`src/rtl/rail_seq_pkg.sv`:
```
package rail_seq_pkg;

    localparam int RAILS = 5;

    // bit positions of the rails inside the enable and flag vectors
    localparam int RB_LOGIC = 0;
    localparam int RB_ANA   = 1;
    localparam int RB_NEG   = 2;
    localparam int RB_POS   = 3;
    localparam int RB_COM   = 4;

    typedef enum logic [3:0] {
        ST_OFF,
        ST_LOGIC_RAMP,
        ST_LOGIC_ON,
        ST_NEG_RAMP,
        ST_POS_RAMP,
        ST_COM_WAIT,
        ST_COM_RAMP,
        ST_ALL_ON,
        ST_POS_FALL,
        ST_NEG_FALL
    } seq_state_e;

endpackage

```
`src/rtl/rail_seq_timer.sv`:
```
module rail_seq_timer #(
    parameter int TO_TICKS = 50
) (
    input  logic clk,
    input  logic rst_n,
    input  logic restart,
    input  logic tick,
    output logic expire
);
    localparam int CW = (TO_TICKS > 1) ? $clog2(TO_TICKS) : 1;
    localparam logic [CW-1:0] LAST = CW'(TO_TICKS - 1);

    logic [CW-1:0] cnt_q;

    always_ff @(posedge clk or negedge rst_n) begin
        if (!rst_n) begin
            cnt_q <= '0;
        end else if (restart) begin
            cnt_q <= '0;
        end else if (tick && (cnt_q != LAST)) begin
            cnt_q <= cnt_q + 1'b1;
        end
    end

    assign expire = tick && !restart && (cnt_q == LAST);

    // the counter saturates at its last value
    p_cnt_bound_r8: assert property (@(posedge clk) disable iff (!rst_n)
        cnt_q <= LAST);

    // a restart always empties the count
    p_restart_clears_r8: assert property (@(posedge clk) disable iff (!rst_n)
        restart |=> cnt_q == '0);

endmodule

```
`src/rtl/rail_seq_fsm.sv`:
```
module rail_seq_fsm
    import rail_seq_pkg::*;
(
    input  logic             clk,
    input  logic             rst_n,
    input  logic             uv_ok,
    input  logic             en1_req,
    input  logic             en2_req,
    input  logic             ctl_ok,
    input  logic [RAILS-1:0] rail_up,
    input  logic [RAILS-1:0] rail_low,
    input  logic             tmo_expire,
    output logic             tmr_restart,
    output logic [RAILS-1:0] rail_en,
    output logic             seq_timeout
);
    seq_state_e       state_q, state_d;
    logic             halted_q;
    logic             halt_set;
    logic             entered_q;
    logic             tmo_q;
    logic [RAILS-1:0] en_dec;

    // next-state selection
    always_comb begin
        state_d  = state_q;
        halt_set = 1'b0;
        if (!uv_ok) begin
            state_d = ST_OFF;
        end else if (!halted_q) begin
            unique case (state_q)
                ST_OFF: begin
                    if (en1_req) state_d = ST_LOGIC_RAMP;
                end
                ST_LOGIC_RAMP: begin
                    if (rail_up[RB_LOGIC])   state_d  = ST_LOGIC_ON;
                    else if (tmo_expire)     halt_set = 1'b1;
                end
                ST_LOGIC_ON: begin
                    if (!en1_req)                          state_d = ST_OFF;
                    else if (en2_req && rail_up[RB_LOGIC]) state_d = ST_NEG_RAMP;
                end
                ST_NEG_RAMP: begin
                    if (!en2_req)            state_d  = ST_POS_FALL;
                    else if (rail_up[RB_NEG]) state_d = ST_POS_RAMP;
                    else if (tmo_expire)     halt_set = 1'b1;
                end
                ST_POS_RAMP: begin
                    if (!en2_req)            state_d  = ST_POS_FALL;
                    else if (rail_up[RB_POS]) state_d = ST_COM_WAIT;
                    else if (tmo_expire)     halt_set = 1'b1;
                end
                ST_COM_WAIT: begin
                    if (!en2_req)                      state_d = ST_POS_FALL;
                    else if (ctl_ok && rail_up[RB_POS]) state_d = ST_COM_RAMP;
                end
                ST_COM_RAMP: begin
                    if (!en2_req)                                state_d  = ST_POS_FALL;
                    else if (rail_up[RB_COM] && rail_up[RB_ANA]) state_d  = ST_ALL_ON;
                    else if (tmo_expire)                         halt_set = 1'b1;
                end
                ST_ALL_ON: begin
                    if (!en2_req) state_d = ST_POS_FALL;
                end
                ST_POS_FALL: begin
                    if (rail_low[RB_POS] || tmo_expire) state_d = ST_NEG_FALL;
                end
                ST_NEG_FALL: begin
                    if (rail_low[RB_NEG] || tmo_expire) state_d = ST_LOGIC_ON;
                end
                default: state_d = ST_OFF;
            endcase
        end
    end

    // state register
    always_ff @(posedge clk or negedge rst_n) begin
        if (!rst_n) begin
            state_q   <= ST_OFF;
            halted_q  <= 1'b0;
            entered_q <= 1'b0;
            tmo_q     <= 1'b0;
        end else begin
            state_q   <= state_d;
            halted_q  <= uv_ok && (halted_q || halt_set);
            entered_q <= (state_d != state_q);
            tmo_q     <= halt_set;
        end
    end

    // enable decode per state
    always_comb begin
        en_dec = '0;
        unique case (state_q)
            ST_OFF:        en_dec = '0;
            ST_LOGIC_RAMP,
            ST_LOGIC_ON,
            ST_NEG_FALL:   en_dec[RB_LOGIC] = 1'b1;
            ST_NEG_RAMP,
            ST_POS_FALL: begin
                en_dec[RB_LOGIC] = 1'b1;
                en_dec[RB_ANA]   = 1'b1;
                en_dec[RB_NEG]   = 1'b1;
            end
            ST_POS_RAMP,
            ST_COM_WAIT: begin
                en_dec[RB_LOGIC] = 1'b1;
                en_dec[RB_ANA]   = 1'b1;
                en_dec[RB_NEG]   = 1'b1;
                en_dec[RB_POS]   = 1'b1;
            end
            ST_COM_RAMP,
            ST_ALL_ON:     en_dec = '1;
            default:       en_dec = '0;
        endcase
    end

    assign rail_en     = uv_ok ? en_dec : '0;
    assign seq_timeout = tmo_q;
    assign tmr_restart = entered_q;

    // a low supply flag returns the machine to off, unfrozen
    p_uv_off_r9: assert property (@(posedge clk) disable iff (!rst_n)
        !uv_ok |=> (state_q == ST_OFF) && !halted_q);

    // positive gate rail rises only after negative rail was up
    p_pos_after_neg_r4: assert property (@(posedge clk) disable iff (!rst_n)
        $rose(rail_en[RB_POS]) |-> $past(rail_up[RB_NEG]));

    // common output needs positive rail up and valid control
    p_com_gate_r5: assert property (@(posedge clk) disable iff (!rst_n)
        $rose(rail_en[RB_COM]) |-> $past(rail_up[RB_POS] && ctl_ok));

    // second-stage rails need the logic rail up and the request
    p_neg_gate_r3: assert property (@(posedge clk) disable iff (!rst_n)
        $rose(rail_en[RB_NEG]) |-> $past(rail_up[RB_LOGIC] && en2_req));

    // negative rail never goes off while the positive one is on
    p_neg_after_pos_r6: assert property (@(posedge clk) disable iff (!rst_n)
        ($fell(rail_en[RB_NEG]) && uv_ok) |-> !rail_en[RB_POS]);

    // logic rail drops only with all other rails already off
    p_logic_last_r7: assert property (@(posedge clk) disable iff (!rst_n)
        ($fell(rail_en[RB_LOGIC]) && uv_ok) |-> ($past(rail_en[RAILS-1:1]) == '0));

    // timeout is a single-cycle pulse and leaves the enables frozen
    p_tmo_pulse_r8: assert property (@(posedge clk) disable iff (!rst_n)
        seq_timeout |=> !seq_timeout);

    p_tmo_freeze_r8: assert property (@(posedge clk) disable iff (!rst_n)
        (seq_timeout && uv_ok) |=> (!uv_ok || $stable(rail_en)));

endmodule

```
`src/rtl/rail_seq_ctrl.sv`:
```
module rail_seq_ctrl
    import rail_seq_pkg::*;
#(
    parameter int TO_TICKS = 50
) (
    input  logic             clk,
    input  logic             rst_n,
    input  logic             tick_ms,
    input  logic             uv_ok,
    input  logic             en1_req,
    input  logic             en2_req,
    input  logic             ctl_ok,
    input  logic [RAILS-1:0] rail_up,
    input  logic [RAILS-1:0] rail_low,
    output logic [RAILS-1:0] rail_en,
    output logic             seq_timeout
);
    logic tmr_restart;
    logic tmo_expire;

    rail_seq_timer #(
        .TO_TICKS (TO_TICKS)
    ) u_timer (
        .clk     (clk),
        .rst_n   (rst_n),
        .restart (tmr_restart),
        .tick    (tick_ms),
        .expire  (tmo_expire)
    );

    rail_seq_fsm u_fsm (
        .clk         (clk),
        .rst_n       (rst_n),
        .uv_ok       (uv_ok),
        .en1_req     (en1_req),
        .en2_req     (en2_req),
        .ctl_ok      (ctl_ok),
        .rail_up     (rail_up),
        .rail_low    (rail_low),
        .tmo_expire  (tmo_expire),
        .tmr_restart (tmr_restart),
        .rail_en     (rail_en),
        .seq_timeout (seq_timeout)
    );

endmodule

```
`config.mk`:
```
export PLATFORM = sky130hd
export DESIGN_NAME = rail_seq_ctrl
export DESIGN_NICKNAME = d
export VERILOG_FILES = /design/src/rtl/rail_seq_pkg.sv /design/src/rtl/rail_seq_timer.sv /design/src/rtl/rail_seq_fsm.sv /design/src/rtl/rail_seq_ctrl.sv
export SDC_FILE = /design/constraint.sdc
export NUM_CORES = 1
export LEC_CHECK = 0
export BUFFER_PORTS_ARGS = -buffer_cell sky130_fd_sc_hd__buf_4
export CORE_UTILIZATION = 52
export CTS_CLUSTER_SIZE = 20
export DETAILED_ROUTE_END_ITERATION = 6
export PLACE_DENSITY_LB_ADDON = 0.08
export SKIP_CTS_REPAIR_TIMING = 1
export SYNTH_ARGS = -nofsm -noshare
export SYNTH_HDL_FRONTEND = slang
export SYNTH_SLANG_ARGS = --single-unit
```
`constraint.sdc`:
```
create_clock -name clk -period 2.09 [get_ports clk]
set_input_delay 0.209 -clock clk [delete_from_list [all_inputs] [get_ports clk]]
set_output_delay 0.209 -clock clk [all_outputs]
set_load 0.01 [all_outputs]
```
Word level (Yosys, flattened, before mapping) --
Index checks and enable logic that the tools add are counted.
Word-level totals: bits in registers 13, bits in latches 0, bits in writable memories 0, bits in read-only memories 0, input port bits 17, output and inout bits 6, memories kept 0
Cells by class: $add $sub $neg 1, multipliers 0, divide/modulo/power cells 0, order comparisons 0, equal/unequal tests 12, shift-type cells 0, muxes and demuxes 36, bitwise logic cells 0, reductions and logical operators 17
Operators with widths (number):
- 4-bit 2-to-1 mux | 17
- 4-bit one-hot mux with 10 select lines | 1
- 4-bit by 3-bit == test with 1-bit output, second input constant | 4
- 1-bit 2-to-1 mux | 13
- 6-bit 2-to-1 mux | 2
- 9-bit OR reduction | 1
- 4-bit by 2-bit == test with 1-bit output, second input constant | 2
- 4-bit == test, second input constant | 2
- 1-bit logical AND | 7
- 6-bit by 1-bit adder with 6-bit output, second input constant | 1
- 6-bit == test, second input constant | 1
- 6-bit != test, second input constant | 1
- 6-bit OR reduction | 1
- 5-bit 2-to-1 mux | 1
- 4-bit by 1-bit == test with 1-bit output, second input constant | 1
- 4-bit logical NOT | 1
- 4-bit != test | 1
- 1-bit one-hot mux with 4 select lines | 1
- 4-bit OR reduction | 1
- 1-bit logical OR | 3
- 2-bit 2-to-1 mux | 1
- 2-bit nonzero test | 1
- 2-bit OR reduction | 1
- 1-bit logical NOT | 1

Longest topological paths before layout --
Gate-level depths: netlist of run 1.
depth after elaboration 11, gate-level depth with buffers 8, depth with buffers taken out 8

By module --
Synthesis of run 1 repeated with hierarchy kept, for this count alone.
Second synthesis, totals: cells, all modules 131, area, all modules 1081.0 µm²
Modules (own cells, without submodules):
- rail_seq_fsm | times used 1, cells each 92, area an instance 709.4 µm², seq. area each 175.2 µm²
- rail_seq_timer | times used 1, cells each 39, area an instance 371.6 µm², seq. area each 150.1 µm²

Least setup slack after synthesis of run 1 --
OpenSTA, ideal clock, no wires.
path kind flip-flop to flip-flop, start register u_timer.cnt_q[0], end register u_fsm.entered_q (netlist: u_fsm.tmr_restart), library setup time 0.124 ns, arrival 1.664 ns, required time 1.966 ns, slack 0.302 ns, cell stages (with the launch flop) 8, buffers on the path 0, cell sequence dfrtp_1 > ha_1 > and4b_1 > and3_4 > nor3b_2 > nor3_1 > a221o_1 > a211o_1
Between the ends: word-level cells in the longest chain between the ends 8, elaborated cells between the ends (all ways) 10, classes of those cells eq/ne: 2; mux: 5; reduce/logical: 3
RTL lines:
- start: declaration | RTL line rail_seq_timer.sv:13 | logic [CW-1:0] cnt_q;
- start signal: assignment | RTL line rail_seq_timer.sv:21 | cnt_q <= cnt_q + 1'b1;
- 6-bit == test (*) | RTL line rail_seq_timer.sv:25 | assign expire = tick && !restart && (cnt_q == LAST);
- 1-bit logical AND (*) | RTL line rail_seq_timer.sv:25
- 1-bit logical OR, on equally long branches | RTL line rail_seq_fsm.sv:69, rail_seq_fsm.sv:66
- 4-bit 2-to-1 mux, on equally long branches | RTL line rail_seq_fsm.sv:69, rail_seq_fsm.sv:66
- 4-bit one-hot mux with 10 select lines (*) | RTL line rail_seq_fsm.sv:31 | unique case (state_q)
- 4-bit 2-to-1 mux (*) | RTL line rail_seq_fsm.sv:30 | end else if (!halted_q) begin
- 4-bit 2-to-1 mux (*) | RTL line rail_seq_fsm.sv:28 | if (!uv_ok) begin
- 4-bit != test (*) | RTL line rail_seq_fsm.sv:86 | entered_q <= (state_d != state_q);
- end signal: assignment | RTL line rail_seq_fsm.sv:86
- end: declaration | RTL line rail_seq_fsm.sv:20 | logic entered_q;
Every way passes the cells marked *; elsewhere a longest branch is shown, timed or not. A chain may end at the register's enable or synchronous reset.

Worst setup path in the final report of run 1 --
Ends and elaborated chain as after synthesis.

==> results.md, run 1 <==
* Setup crit start: u_timer.cnt_q[0]$_DFFE_PN0P_
* Post-DRT Antenna Nets at 0
* Synthesized area at approximately 1000 um2
* Port Buffers at 19
* Hold Path Stages at 2
* Final hold violation count at 0
* # rows at 15
* Drt total wl at between 2000 and 2500 um
* Final net count at between 150 and 200
* Sequential fraction of the synthesis area at approximately 33%
* Arrival time worst endpoint at roughly 2.1 ns
* R2R Path End: u_fsm.tmr_restart$_DFF_PN0_
* Vias in the first global route at approximately 800
* Outcome: finished, final reports clean
* RSZ-0062 raised after global routing: false
* Slew margin rel. at about 66%
* Netlist cell types at 45
* CP max stage delay at around 0.42 ns
* Vias per cell at approximately 5.8
* Crit-path cells: ha_1, and4b_1, and3_4, nor3b_2, nor3_1, a221o_1, a211o_1
* CTS clk-pin slew, worst paths at approximately 0.080 ns
* Number of max-cap violations at 0
* Pin count of the biggest net entering global routing at 14
* Synthesized Nets at 133
* Tcrit/Tclk final at around nine tenths
* Final HPWL DP at roughly 1700 um
* Crit path time final at 1.92 ns
* Maximum vdd drop at just under 700 uV
* DIE AREA at approximately 2100 um2
* Worst r2r src: u_timer.cnt_q[0]$_DFFE_PN0P_
* I/O pins at 23
* Sink Count at 13
* Worst setup path endpoint: u_fsm.tmr_restart$_DFF_PN0_
* Crit Path Max Fanout at 4
* EDFF count, synth at 0
* Wire per inst at roughly 13 um
* GRT Util Overall at approximately a quarter
* DR iter-0 viols at 22
* Htree depth at 1
* First-pass GRT wire length at 3540 um
* Share of cells above drive strength 1 at about 26%
* Synth async-reset ratio at 100%
* Leak pwr at ~0.55 nW
* Slew @ Worst Pin at 0.509 ns
* Setup-failing EPs final at 0
* Core Footprint at about 1700 um2
* Clock Tree Root: clkbuf_4
* Num CTS Buffers at 3
* Die height at roughly 45 um
* Avg Cell Area, Syn at 8.59 um2
* Worst hold path class: in -> reg
* First-pass DRT Iterations at 4
* R2r setup slk at approximately 0.17 ns
* Slowest-stage cell, CP: dfrtp_1
* Max Root-Sink Buffers at 2
* Area Overhead vs Synth at 21.5%
* Die width at ~45 um
* RePlAce Congestion at 0.860
* CTS tree: built
* Main synth FF type: dfrtp_1
* Antenna violations before repair at 0
* Required time worst endpoint at around 2.3 ns
* Worst Reg2Reg Path Length in Cells at 7
* Global route total overflow at 0
* FMAX at ~0.52 GHz
* ANT cells at 0
* Total negative setup slack at 0 ns
* Startpoint Class: register
* Syn Inst Count at approximately 110
* #FFs+latches synth at 13
* Vias at around 930
* Ys Warns at 0
* Crit. End Element: register
* Crit Path Class: reg -> reg
* Clock Skews at 0.00615 ns
* Clock Latency Late Sink at about 0.28 ns
* Initial Utilization at a little under three fifths
* Drc violations at 0
* Total power at 0.000599 W
* Pwr/cell area at 503 nW/um2
* Pins Over Slew Limit at 0
placed cells by master (no fill, tap or decap), types with 3 or more instances in the layout:
cell type | netlist | final
buf_4 | 2 | 24
dfrtp_1 | 13 | 12
nor2_1 | 10 | 10
o21ai_0 | 9 | 9
nand2_1 | 8 | 8
nor2b_1 | 7 | 7
a21oi_1 | 7 | 7
inv_1 | 5 | 5
nand4_1 | 5 | 5
xor2_1 | 4 | 4
clkbuf_4 | 0 | 3
power by group:
| group | switching, W | total, W | leakage, nW | internal, W |
|---|---|---|---|---|
| clock | 0.0000783 | 0.000152 | 0.0150 | 0.0000741 |
| sequential | 0.0000308 | 0.000304 | 0.174 | 0.000273 |
| combinational | 0.0000682 | 0.000142 | 0.363 | 0.0000743 |
through the flow:
stage | setup slack (ns) | cell area, um2 | hold WS, ns | cells | util, %
after global placement | 0.200 | 1150 | 0.0596 | 156 | 66.0
after detailed placement | 0.180 | 1150 | 0.0599 | 156 | 66.0
after global routing | 0.0225 | 1190 | 0.235 | 161 | 68.2
after floorplan | 0.302 | 980 | -0.0866 | 114 | -
final | 0.173 | 1190 | 0.239 | 161 | 68.2
after CTS | 0.167 | 1180 | -0.251 | 160 | 67.5
how the worst min path moves through the flow:
stage | startpoint | endpoint | slack, ns
6_report | uv_ok | u_fsm.halted_q$_DFF_PN0_ | 0.24
5_1_grt | uv_ok | u_fsm.halted_q$_DFF_PN0_ | 0.24
4_1_cts | rst_n | u_timer.cnt_q[2]$_DFFE_PN0P_ | -0.25
3_5_place_dp | rst_n | u_timer.cnt_q[4]$_DFFE_PN0P_ | 0.06
3_3_place_gp | rst_n | u_timer.cnt_q[5]$_DFFE_PN0P_ | 0.06
2_1_floorplan | rst_n | u_fsm.halted_q$_DFF_PN0_ | -0.09
critical path: cells and delay by family, from the launching register on:
family / cells / cell delay [ns]
AO/OA/AOI/OAI: 2 / 0.54
adder cells (fa/ha/maj): 1 / 0.23
flip-flops: 1 / 0.42
AND/OR/NAND/NOR: 4 / 0.63
synthesized netlist by cell type, drive strengths merged, types with 3 or more instances:
| cell type | instances | area share [%] |
|---|---|---|
| dfrtp | 13 | 33 |
| nor2 | 10 | 3.8 |
| o21ai | 9 | 4.6 |
| nand2 | 8 | 3.1 |
| a21oi | 7 | 3.6 |
| nor2b | 7 | 4.5 |
| buf | 6 | 3.6 |
| inv | 5 | 1.9 |
| nand4 | 5 | 3.2 |
| xor2 | 4 | 3.6 |
| and3 | 3 | 2.4 |
flip-flops by register name, summed over array words and instances, names as in the netlist:
register and count:
u_timer.cnt_q 6, u_fsm.state_q 4, u_fsm.halted_q 1, u_fsm.seq_timeout 1, u_fsm.tmr_restart 1
metal layers:
layer	part of all wire (%)	GRT usage (%)	vias to the layer above	routed length (um)
li1	-	-	465	-
met1	49	33.9	438	1060
met2	44	34.6	26	947
met3	5.2	7.14	4	111
met4	1.3	6.06	0	28
met5	0	0	-	0
cell type report:
| cell class | count | area [um2] |
|---|---|---|
| clock buffers | 4 | 26.3 |
| flip-flops and latches | 13 | 327 |
| multi-input cells | 89 | 597 |
| fillers | 154 | 556 |
| inverters | 5 | 18.8 |
| well taps | 25 | 31.3 |
| repair buffers | 25 | 190 |
cells by family after synthesis:
logic type               after synthesis  share of synthesized area [%]
XOR/XNOR                               5                           4.47
flip-flops                            13                           33.2
AO/OA/AOI/OAI                         32                           21.7
AND/OR/NAND/NOR                       50                           32.2
adder cells (fa/ha/maj)                2                           2.55
buffers and inverters                 12                           5.87
No activity file was read; power rests on OpenSTA's default activity.
==> inputs of run 2 (changes only) <==
--- a/config.mk
+++ b/config.mk
@@ -6,11 +6,12 @@
 export NUM_CORES = 1
 export LEC_CHECK = 0
 export BUFFER_PORTS_ARGS = -buffer_cell sky130_fd_sc_hd__buf_4
-export CORE_UTILIZATION = 52
+export CORE_UTILIZATION = 53
 export CTS_CLUSTER_SIZE = 20
 export DETAILED_ROUTE_END_ITERATION = 6
 export PLACE_DENSITY_LB_ADDON = 0.08
 export SKIP_CTS_REPAIR_TIMING = 1
 export SYNTH_ARGS = -nofsm -noshare
 export SYNTH_HDL_FRONTEND = slang
+export SYNTH_HIERARCHICAL = 1
 export SYNTH_SLANG_ARGS = --single-unit
==> results.md, run 2 <==
* Slew @ Worst Pin at about 0.42 ns
* Arrival time worst endpoint at ~2.2 ns
* Sequential fraction of the synthesis area at 30.1%
* Most common cell after layout, fill and taps aside: buf_4
* Drc violations at 0
* ANT cells at 0
* Num CTS Buffers at 3
* Maximum vdd drop at ~550 uV
* Switching pwr at about 0.00025 W
* Pin count of the biggest net entering global routing at 17
* Netlist cell types at 52
* Power share of the clock group at slightly above 20%
* CTS tree: built
* Switch share at about 34%
* Top flop regs: u_timer/cnt_q x6, u_fsm/state_q x4
* Count leader, synth: dfrtp_1
* Area leader, netlist: dfrtp_1
* Synth cell count leaders: dfrtp_1, nor2_1, nand2_1
* Htree depth at 1
* Vias per cell at approximately 6.4
* Max Root-Sink Buffers at 2
* Setup-failing EPs final at 0
* I/O pins at 23
* Synthesized Nets at 150
* Leak pwr at between 0.6 and 0.7 nW
* Synthesized area at 1080 um2
* GRT Util Overall at 30.6%
* Fill count at ~140
* Core Footprint at 1820 um2
* Pwr/cell area at approximately 520 nW/um2
* Area contributors post-synth: dfrtp_1, nor2_1, nand2_1, a21oi_1, o21ai_0
* Max FFs per register at 6
* # rows at 15
* EDFF count, synth at 0
* Multi-input gate area at around 730 um2
* FMAX at about 0.48 GHz
* Wire per inst at ~17 um
* Worst hold path class: in -> reg
* Crit. End Element: register
* Antenna violations before repair at 0
* Minimum hold slack at 0.244 ns
* Comb pwr share at 39.0%
* Ys Warns at 6
* Clock Latency Late Sink at between 0.2 and 0.3 ns
* Crit Path Class: reg -> reg
* Port Buffers at 19
* #FFs+latches synth at 13
* Clock Skews at roughly 0.007 ns
* Total power at between 0.0007 and 0.0008 W
* Final hold violation count at 0
* Clock Tree Root: clkbuf_4
* Post-Place Cells at approximately 180
* Crit Path Max Fanout at 5
* Required time worst endpoint at around 2.2 ns
* Outcome: finished, final reports clean
* RePlAce Congestion at about 0.95
* Pins Over Slew Limit at 0
* Avg Cell Area, Syn at 8.25 um2
* DR iter-0 viols at slightly above 60
* Total negative setup slack at 0 ns
* Die width at between 40 and 50 um
* Internal at around 0.00049 W
* Final HPWL DP at ~2300 um
* Synth async-reset ratio at between 90% and 100%
* DIE AREA at 2220 um2
* Number of max-cap violations at 0
* Vias in the first global route at around 1100
* Die height at approximately 47 um
* Sink Count at 13
* Slew margin rel. at slightly above 70%
* Seq pwr share at ~40%
* First-pass GRT wire length at about 4700 um
* Area Overhead vs Synth at 31.2%
* Share of cells above drive strength 1 at 32.9%
* Largest register by flop count: u_timer/cnt_q
* Global route total overflow at 0
* Main synth FF type: dfrtp_1
* Sequential cell area at between 300 and 400 um2
* Final Non-Filler Cells at around 190
* First-pass DRT Iterations at 5
* RSZ-0062 raised after global routing: true
* Tcrit/Tclk final at 99.9%
* Most frequent cells in the layout: buf_4, dfrtp_1, nor2_1
* Vias at between 1000 and 1500
* CTS clk-pin slew, worst paths at ~0.080 ns
* Drt total wl at about 3100 um
* Post-DRT Antenna Nets at 0
* Crit path time final at ~2.1 ns
* Syn Inst Count at 131
* Initial Utilization at 59.4%
* Startpoint Class: register
* Final net count at between 150 and 200
* Fin util at ~78%
* Area share of the largest cell type after synthesis at 30.1%
run 2: through the flow:
stage                     area (um2)  worst slack [ns]
after global routing            1420           -0.0956
after detailed placement        1330           -0.0160
after global placement          1330            0.0756
final                           1420           0.00125
after floorplan                 1100            0.0844
after CTS                       1350           -0.0197
run 2: area by class of cell:
cell class | instances | area share (%)
multi-input combinational | 100 | 51.7
sequential | 13 | 22.9
timing repair buffer | 36 | 19.2
tap | 25 | 2.20
inverter | 8 | 2.12
clock buffer | 4 | 1.85
run 2: cell families (layout without fill, tap and decap cells):
logic type               after synthesis  in the layout  synth area share, %
AND/OR/NAND/NOR                       52             52                 28.0
flip-flops                            13             13                 30.1
XOR/XNOR                               3              3                 2.43
AO/OA/AOI/OAI                         43             43                 30.0
buffers and inverters                 18             48                 7.18
adder cells (fa/ha/maj)                2              2                 2.31
run 2: routing by layer:
metal	track usage, %	routed length, um	vias to the layer above
met1	44.8	1330	553
met3	7.69	324	6
met2	45.3	1480	71
li1	-	-	556
met4	6.86	23	0
met5	0	0	-
run 2: final timing paths:
check | start | to | slack [ns] | cells after the start
worst max-delay path | u_timer/cnt_q[1]$_DFFE_PN0P_ | u_fsm/tmr_restart$_DFF_PN0_ | 0.001 | 10
worst min-delay path | uv_ok | u_fsm/state_q[1]$_DFF_PN0_ | 0.24 | 2
worst max register to register | u_timer/cnt_q[1]$_DFFE_PN0P_ | u_fsm/tmr_restart$_DFF_PN0_ | 0.001 | 10
worst min register to register | u_timer/cnt_q[4]$_DFFE_PN0P_ | u_timer/cnt_q[4]$_DFFE_PN0P_ | 0.59 | 2
max in group asynchronous | rst_n | u_fsm/tmr_restart$_DFF_PN0_ | 1.62 | 2
min in group asynchronous | rst_n | u_timer/cnt_q[2]$_DFFE_PN0P_ | 0.31 | 2
run 2: critical path: stages (launching register included):
cell and delay (ns):
dfrtp_1 0.40, inv_2 0.09, ha_4 0.15, nand2_4 0.05, nor4b_4 0.38, buf_4 0.20, nor2_4 0.03, o22ai_2 0.15
a221o_1 0.26, a2bb2oi_2 0.16, o21ai_1 0.09
run 2: power by group through the flow:
stage / Clock, W / Sequential, W / Combinational (W)
2_1_floorplan: 0 / 0.000298 / 0.000141
3_3_place_gp: 0 / 0.000297 / 0.000232
3_5_place_dp: 0 / 0.000298 / 0.000249
4_1_cts: 0.000156 / 0.000294 / 0.000251
5_1_grt: 0.000169 / 0.000301 / 0.000311
6_report: 0.000152 / 0.000299 / 0.000289
